==> src/rtl/pirf_pkg.sv <==
package pirf_pkg;

    // Where a deferred corruption is finally reported
    typedef enum logic {
        REPORT_ON_READ  = 1'b0,
        REPORT_ON_STORE = 1'b1
    } report_mode_e;

endpackage

==> src/rtl/pirf_store.sv <==
module pirf_store #(
    parameter int NREG = 16,
    parameter int DW   = 32,
    localparam int IW  = $clog2(NREG)
) (
    input  logic          clk,
    input  logic          rst_n,
    input  logic          wr_en,
    input  logic [IW-1:0] wr_idx,
    input  logic [DW-1:0] wr_data,
    input  logic          wr_pi,
    output logic [DW-1:0] data_q [NREG],
    output logic [NREG-1:0] pi_q
);

    typedef struct packed {
        logic [NREG-1:0][DW-1:0] data;
        logic [NREG-1:0]         pi;
    } store_t;

    store_t st_d, st_q;

    always_comb begin
        st_d = st_q;
        if (wr_en) begin
            st_d.data[wr_idx] = wr_data;
            st_d.pi[wr_idx]   = wr_pi;
        end
    end

    always_ff @(posedge clk) begin
        if (!rst_n) st_q <= '0;
        else        st_q <= st_d;
    end

    for (genvar g = 0; g < NREG; g++) begin : g_out
        assign data_q[g] = st_q.data[g];
    end
    assign pi_q = st_q.pi;

endmodule

==> src/rtl/pirf_rdport.sv <==
module pirf_rdport #(
    parameter int NREG = 16,
    parameter int DW   = 32,
    localparam int IW  = $clog2(NREG)
) (
    input  logic [DW-1:0]   data_q [NREG],
    input  logic [NREG-1:0] pi_q,
    input  logic            wr_en,
    input  logic [IW-1:0]   wr_idx,
    input  logic [DW-1:0]   wr_data,
    input  logic            wr_pi,
    input  logic [IW-1:0]   rd_idx,
    output logic [DW-1:0]   rd_data,
    output logic            rd_pi
);

    logic bypass;

    always_comb begin
        bypass  = wr_en && (wr_idx == rd_idx);
        rd_data = bypass ? wr_data : data_q[rd_idx];
        rd_pi   = bypass ? wr_pi   : pi_q[rd_idx];
    end

endmodule

==> src/rtl/pirf_errgen.sv <==
module pirf_errgen
    import pirf_pkg::*;
#(
    parameter int           NREG = 16,
    parameter report_mode_e MODE = REPORT_ON_READ,
    localparam int IW = $clog2(NREG)
) (
    input  logic            clk,
    input  logic            rst_n,
    input  logic [NREG-1:0] pi_q,
    input  logic            wr_en,
    input  logic [IW-1:0]   wr_idx,
    input  logic            wr_pi,
    input  logic            ra_en,
    input  logic [IW-1:0]   ra_idx,
    input  logic            ra_pi,
    input  logic            rb_en,
    input  logic [IW-1:0]   rb_idx,
    input  logic            rb_pi,
    input  logic            sc_en,
    input  logic [IW-1:0]   sc_idx,
    output logic            err_pulse,
    output logic [IW-1:0]   err_reg
);

    typedef struct packed {
        logic          vld;
        logic [IW-1:0] idx;
    } err_t;

    err_t err_d, err_q;
    logic sc_pi;
    logic hit_a, hit_b, hit_s;

    always_comb begin
        sc_pi = (wr_en && (wr_idx == sc_idx)) ? wr_pi : pi_q[sc_idx];
        hit_a = ra_en && ra_pi;
        hit_b = rb_en && rb_pi;
        hit_s = sc_en && sc_pi;
        err_d = '0;
        if (MODE == REPORT_ON_STORE) begin
            if (hit_s) err_d = '{vld: 1'b1, idx: sc_idx};
        end else begin
            if (hit_a)      err_d = '{vld: 1'b1, idx: ra_idx};
            else if (hit_b) err_d = '{vld: 1'b1, idx: rb_idx};
        end
    end

    always_ff @(posedge clk) begin
        if (!rst_n) err_q <= '0;
        else        err_q <= err_d;
    end

    assign err_pulse = err_q.vld;
    assign err_reg   = err_q.idx;

endmodule

==> src/rtl/pirf_top.sv <==
module pirf_top
    import pirf_pkg::*;
#(
    parameter int NREG       = 16,
    parameter int DW         = 32,
    parameter bit STORE_MODE = 1'b0,
    localparam int IW        = $clog2(NREG),
    localparam int NRD       = 2
) (
    input  logic          clk,
    input  logic          rst_n,
    input  logic          cw_en,
    input  logic [IW-1:0] cw_idx,
    input  logic [DW-1:0] cw_data,
    input  logic          cw_pi,
    input  logic          ra_en,
    input  logic [IW-1:0] ra_idx,
    output logic [DW-1:0] ra_data,
    output logic          ra_pi,
    input  logic          rb_en,
    input  logic [IW-1:0] rb_idx,
    output logic [DW-1:0] rb_data,
    output logic          rb_pi,
    input  logic          sc_en,
    input  logic [IW-1:0] sc_idx,
    output logic          err_pulse,
    output logic [IW-1:0] err_reg
);

    localparam report_mode_e MODE = STORE_MODE ? REPORT_ON_STORE : REPORT_ON_READ;

    logic [DW-1:0]   data_q [NREG];
    logic [NREG-1:0] pi_q;
    logic [IW-1:0]   p_idx  [NRD];
    logic [DW-1:0]   p_data [NRD];
    logic            p_pi   [NRD];

    pirf_store #(.NREG(NREG), .DW(DW)) u_store (
        .clk(clk), .rst_n(rst_n),
        .wr_en(cw_en), .wr_idx(cw_idx), .wr_data(cw_data), .wr_pi(cw_pi),
        .data_q(data_q), .pi_q(pi_q)
    );

    assign p_idx[0] = ra_idx;
    assign p_idx[1] = rb_idx;

    for (genvar p = 0; p < NRD; p++) begin : g_rd
        pirf_rdport #(.NREG(NREG), .DW(DW)) u_rd (
            .data_q(data_q), .pi_q(pi_q),
            .wr_en(cw_en), .wr_idx(cw_idx), .wr_data(cw_data), .wr_pi(cw_pi),
            .rd_idx(p_idx[p]), .rd_data(p_data[p]), .rd_pi(p_pi[p])
        );
    end

    assign ra_data = p_data[0];
    assign ra_pi   = p_pi[0];
    assign rb_data = p_data[1];
    assign rb_pi   = p_pi[1];

    pirf_errgen #(.NREG(NREG), .MODE(MODE)) u_err (
        .clk(clk), .rst_n(rst_n), .pi_q(pi_q),
        .wr_en(cw_en), .wr_idx(cw_idx), .wr_pi(cw_pi),
        .ra_en(ra_en), .ra_idx(ra_idx), .ra_pi(p_pi[0]),
        .rb_en(rb_en), .rb_idx(rb_idx), .rb_pi(p_pi[1]),
        .sc_en(sc_en), .sc_idx(sc_idx),
        .err_pulse(err_pulse), .err_reg(err_reg)
    );

endmodule

==> config.mk <==
export PLATFORM = sky130hd
export DESIGN_NAME = pirf_top
export DESIGN_NICKNAME = d
export VERILOG_FILES = /design/src/rtl/pirf_pkg.sv /design/src/rtl/pirf_store.sv /design/src/rtl/pirf_rdport.sv /design/src/rtl/pirf_errgen.sv /design/src/rtl/pirf_top.sv
export SDC_FILE = /design/constraint.sdc
export NUM_CORES = 1
export LEC_CHECK = 0
export ABC_CLOCK_PERIOD_IN_PS = 5820
export BUFFER_PORTS_ARGS = -buffer_cell sky130_fd_sc_hd__buf_2
export CAP_MARGIN = 30
export CORE_ASPECT_RATIO = 1.2
export CORE_MARGIN = 1
export CORE_UTILIZATION = 30
export DETAILED_ROUTE_END_ITERATION = 12
export MAX_ROUTING_LAYER = met4
export PLACE_DENSITY_LB_ADDON = 0.15
export SYNTH_ARGS = -nofsm -noshare
export SYNTH_HDL_FRONTEND = slang
export SYNTH_SLANG_ARGS = --single-unit
==> constraint.sdc <==
create_clock -name clk -period 5.82 [get_ports clk]
set_clock_uncertainty 0.15 [all_clocks]
set_input_delay 1.164 -clock clk [delete_from_list [all_inputs] [get_ports clk]]
set_output_delay 1.164 -clock clk [all_outputs]
set_load 0.01 [all_outputs]
=== After elaboration in Yosys (flattened, before gate mapping) ===
Cells that the tools add are included.

* Flip-flop bits (word level): 533
* Input bits: 55
* Latch bits: 0
* RAM bits: 0
* Bits in read-only memories: 0
* Word-level logic and storage cells: 56
* Memories: 0

* Magnitude comparators: 6
* Shift operators: 0
* Reductions and logical operators: 5
* Mux-type cells: 22
* $add $sub $neg: 0
* Multipliers: 0
* Bitwise logic cells: 2
* Divide/modulo/power cells: 0
* Eq/ne operators: 2

{| class="wikitable"
|+ Operator list
! operator !! count
|-
| $bwmux W512 || 1
|-
| $bmux W32 S4 || 2
|-
| $mux W32 || 7
|-
| $demux W32 S4 || 1
|-
| $bwmux W16 || 1
|-
| $lt A4 B5 Y1 const B || 3
|-
| $ge A5 B5 Y1 const B || 2
|-
| $mux W5 || 2
|-
| $not A4 Y5 || 2
|-
| $bmux W1 S4 || 2
|-
| $eq A4 B4 Y1 || 2
|-
| $logic_and A1 B1 Y1 || 5
|-
| $mux W1 || 5
|-
| $demux W1 S4 || 1
|-
| $ge A4 B1 Y1 const B || 1
|}

=== Depth between registers and ports, before layout ===
* Depth after elaboration: 6
* Gate-level depth with buffers: 8
* Depth with buffers taken out: 6

=== By module ===
Synthesis repeated with hierarchy kept, for this count alone.

* Cells, all modules: 2,452
* Area total of the unflattened synthesis: 27,848.0 µm²

{| class="wikitable"
|+ By module, submodules not included
! module !! cells each !! area an instance (µm²) !! times used
|-
| pirf_store || 1,790 || 18,965.7 || 1
|-
| pirf_rdport || 320 || 4,327.9 || 2
|-
| pirf_errgen || 22 || 226.5 || 1
|}

=== Worst setup path before layout ===
OpenSTA, ideal clock, no wires.

* Kind: input-to-output
* Start point: input port ra_idx[1]
* End point: output port ra_data[10]
* Arrival time: 3.120 ns
* Stages: 6
* Path buffers: 3
* Data required time: 4.506 ns
* Slack: 1.386 ns
* Cell sequence: buf_2 > clkbuf_1 > buf_1 > mux4_2 > mux4_2 > mux2_2

* Longest elaborated chain between the ends: 5
* Elaborated cells on any way between the ends: 7

{| class="wikitable"
|+ RTL lines
! element !! RTL line !! text
|-
| start: declaration || pirf_top.sv:17 || <nowiki>input logic [IW-1:0] ra_idx,</nowiki>
|-
| $not A4 Y5 (not written as such) || pirf_rdport.sv:21 || <nowiki>rd_data = bypass ? wr_data : data_q[rd_idx];</nowiki>
|-
| $bmux W32 S4 || pirf_rdport.sv:21 ||
|-
| $mux W32 (not written as such) (2 in series) || pirf_rdport.sv:21 ||
|-
| $mux W32 * || pirf_rdport.sv:21 ||
|-
| end: declaration || pirf_top.sv:18 || <nowiki>output logic [DW-1:0] ra_data,</nowiki>
|}

Every way passes the cells marked *; elsewhere a longest branch is shown, timed or not. The select of a mux whose other input is x is not followed.

=== Worst setup path in the final report ===
* Start point: input port ra_idx[0]
* End point: output port ra_data[8]

Same word-level chain as after synthesis.

==> impl_results.md <==
- HP Class: register to register
- Antenna violations before repair: 4
- Vias in the first global route: 22581
- Worst Hold Path EP: u_store.data_q[419]
- Pin count of the biggest net entering global routing: 195
- Post-synthesis simple-gate area fraction: 14.9%
- Core area: 0.0940 mm^2
- # Post-CTS Setup Buffers: 0
- Syn Inst Count: 2907
- Status: finished, final reports clean
- Post-layout net count: 2910
- Compound-Gate Fraction of Synth Area: 14.1%
- Vias: 22470
- TritonCTS clock tree: yes
- Clk sink count: 533
- DR top layer: met4
- Crit Path Max Fanout: 38
- Cell count after placement: 4037
- Hold Vio Cnt, Final: 0
- Hold path start: u_store.data_q[419]
- Vias per inst: 5.41
- Die ar.: 0.0965 mm^2
- Yosys Warn Count: 0
- Startpoint types: primary input
- Cell with the most instances after synthesis: nand2_1
- Chip Width: 284 um
- Post-Synth Adder-Cell Area: 0%
- Leak pwr: 10.6 nW
- Initial Utilization: 30.4%
- Max-slew violations: 0
- R2R Setup Slk: 3530 ps
- FMAX: 0.209 GHz
- Reg2reg end: u_err.err_reg[1]
- Endpoints failing setup: 0
- Routability cong.: 0.789
- Area share of the largest cell type after synthesis: 37.4%
- Most frequent cells after synthesis: 1080 x nand2_1, 533 x dfxtp_1, 420 x a21boi_0, 328 x mux4_2, 256 x clkbuf_1
- I/O Pins: 126
- Pwr Density: 266 mW/mm^2
- CTS max path bufs: 3
- Worst-Margin Slew: 1150 ps
- CTS resizes: 0
- CP startpoint: ra_idx[0]
- Sequential cell area fraction in the yosys report: 37.4%
- Worst hold slack: 313 ps
- H-tree depth: 3
- Finished Layout Cells: 4157
- Grt total ovfl: 0
- DRT met1 WL: 43900 um
- Die Height: 340 um
- Top FF cell, synth: dfxtp_1
- Layout cells sized above 1: 24.6%
- Period minus WS final: 4790 ps
- Max-Slew Margin vs Limit: 23.2%
- Iteration-0 DRC Markers: 1786
- Netlist cell types: 32
- Area leader, netlist: dfxtp_1
- IO buf count: 120
- Syn_area_per_cell: 9.83 um^2
- Worst Path Required: 4510 ps
- Total power: 8.64 mW
- Clock Latency Late Sink: 620 ps
- WL met2: 51500 um
- Total Routing Usage GR: 22.6%
- Root Driver: clkbuf_16
- Post-Syn Area: 0.0286 mm^2
- Fillers: 9441
- Row Count: 123
- Critical R2R Launch: u_store.pi_q[10]
- Reg2Reg Depth: 6
- XOR/XNOR Fraction of Synth Area: 0.245%
- Syn-to-layout area delta: 13.8%
- Max Cap Viol: 0
- Fraction of synthesized area in multiplexers: 28.7%
- Main combinational cell family by area after synthesis: multiplexers
- Register area: 0.0107 mm^2
- RSZ-0062 raised after global routing: false
- WL per Instance: 25.6 um
- Hold Path Depth: 2
- Clock transition at path regs: 60 ps
- Pre-antenna DRT Iters: 5
- WL met3: 7370 um
- Cts hold-fix bufs: 0
- Antenna Nets Post-Route: 0
- DRC: 0
- Post-synth EDFFs: 0
- Multi-input combinational cell area: 0.0167 mm^2
- Worst setup EP type: primary output
- Post-place setup slack: 999 ps
- Post-Route WL: 106000 um
- #FFs+latches synth: 533
- Largest register FFs: 512
- Num CTS Buffers: 66
- Final HPWL DP: 62900 um
- Syn nets: 2962
- First-pass GRT wire length: 155000 um
- Top post-synthesis cells by area: dfxtp_1 37%, mux4_2 26%, nand2_1 14%
- WS Path Type: primary input to primary output
- Crit path DAT: 3470 ps
- Worst setup margin: 1030 ps
- Asr flop ratio synth: 0%
- Total negative setup slack: 0 ps
- Worst vdd ir: 0.000191 V
- Final Cycle Share: 82.3%
==> routing by layer <==
metal  track usage, %  vias up
met4             8.25        0
met3             4.32      207
met5                -        -
met2             36.4      830
li1                 -    10054
met1             28.1    11379
==> worst max-delay path: stages <==
cell    delay, ps
buf_8         400
buf_4         380
mux4_2        560
mux4_2        480
mux2_2        280
buf_2         140
==> final cells by class <==
| class | count | share of cell area, % |
|---|---|---|
| Inverter | 1 | 0.0115 |
| Sequential cell | 533 | 32.8 |
| Clock buffer | 106 | 6.14 |
| Timing Repair Buffer | 192 | 4.32 |
| Antenna cell | 2 | 0.0154 |
| Clock inverter | 12 | 0.470 |
| Tap cell | 1250 | 4.81 |
| Multi-Input combinational cell | 2061 | 51.4 |
==> logic make-up after synthesis <==
kind of cell,Yosys count
XOR/XNOR,8
AO/OA/AOI/OAI,535
flip-flops,533
buffers and inverters,313
multiplexers,400
AND/OR/NAND/NOR,1118
==> layout by cell type (no fill, tap or decap), types with 5 or more instances in the layout <==
cell type	count
mux2i_1	6
clkbuf_16	70
clkbuf_8	11
buf_4	56
a21boi_1	109
dfxtp_1	533
nor2_4	12
clkbuf_1	25
clkinv_2	6
mux4_2	328
mux2_2	66
xor2_1	5
a21boi_0	420
buf_2	113
nand2_2	12
buf_12	17
nand2_1	1068
==> report_power, final <==
part	switching, mW	leakage, nW	internal, mW
clock	1.68	1.05	2.48
combinational	0.462	5.27	0.289
sequential	0.0315	4.30	3.70
total	2.17	10.6	6.47
==> worst max path at each step <==
stage	to	slack, ps
after global placement	ra_data[31]	980
after floorplan	ra_data[10]	1390
after CTS	ra_data[4]	990
after global routing	ra_data[31]	910
after detailed placement	ra_data[4]	1000
final	ra_data[8]	1030
==> metrics by stage <==
step	cell area [um^2]	utilization (%)
finish	32500	34.6
global placement	30300	32.2
CTS	32500	34.6
detailed placement	30300	32.3
floorplan	28600	-
global route	32500	34.6
No activity file was read; power rests on OpenSTA's default activity.
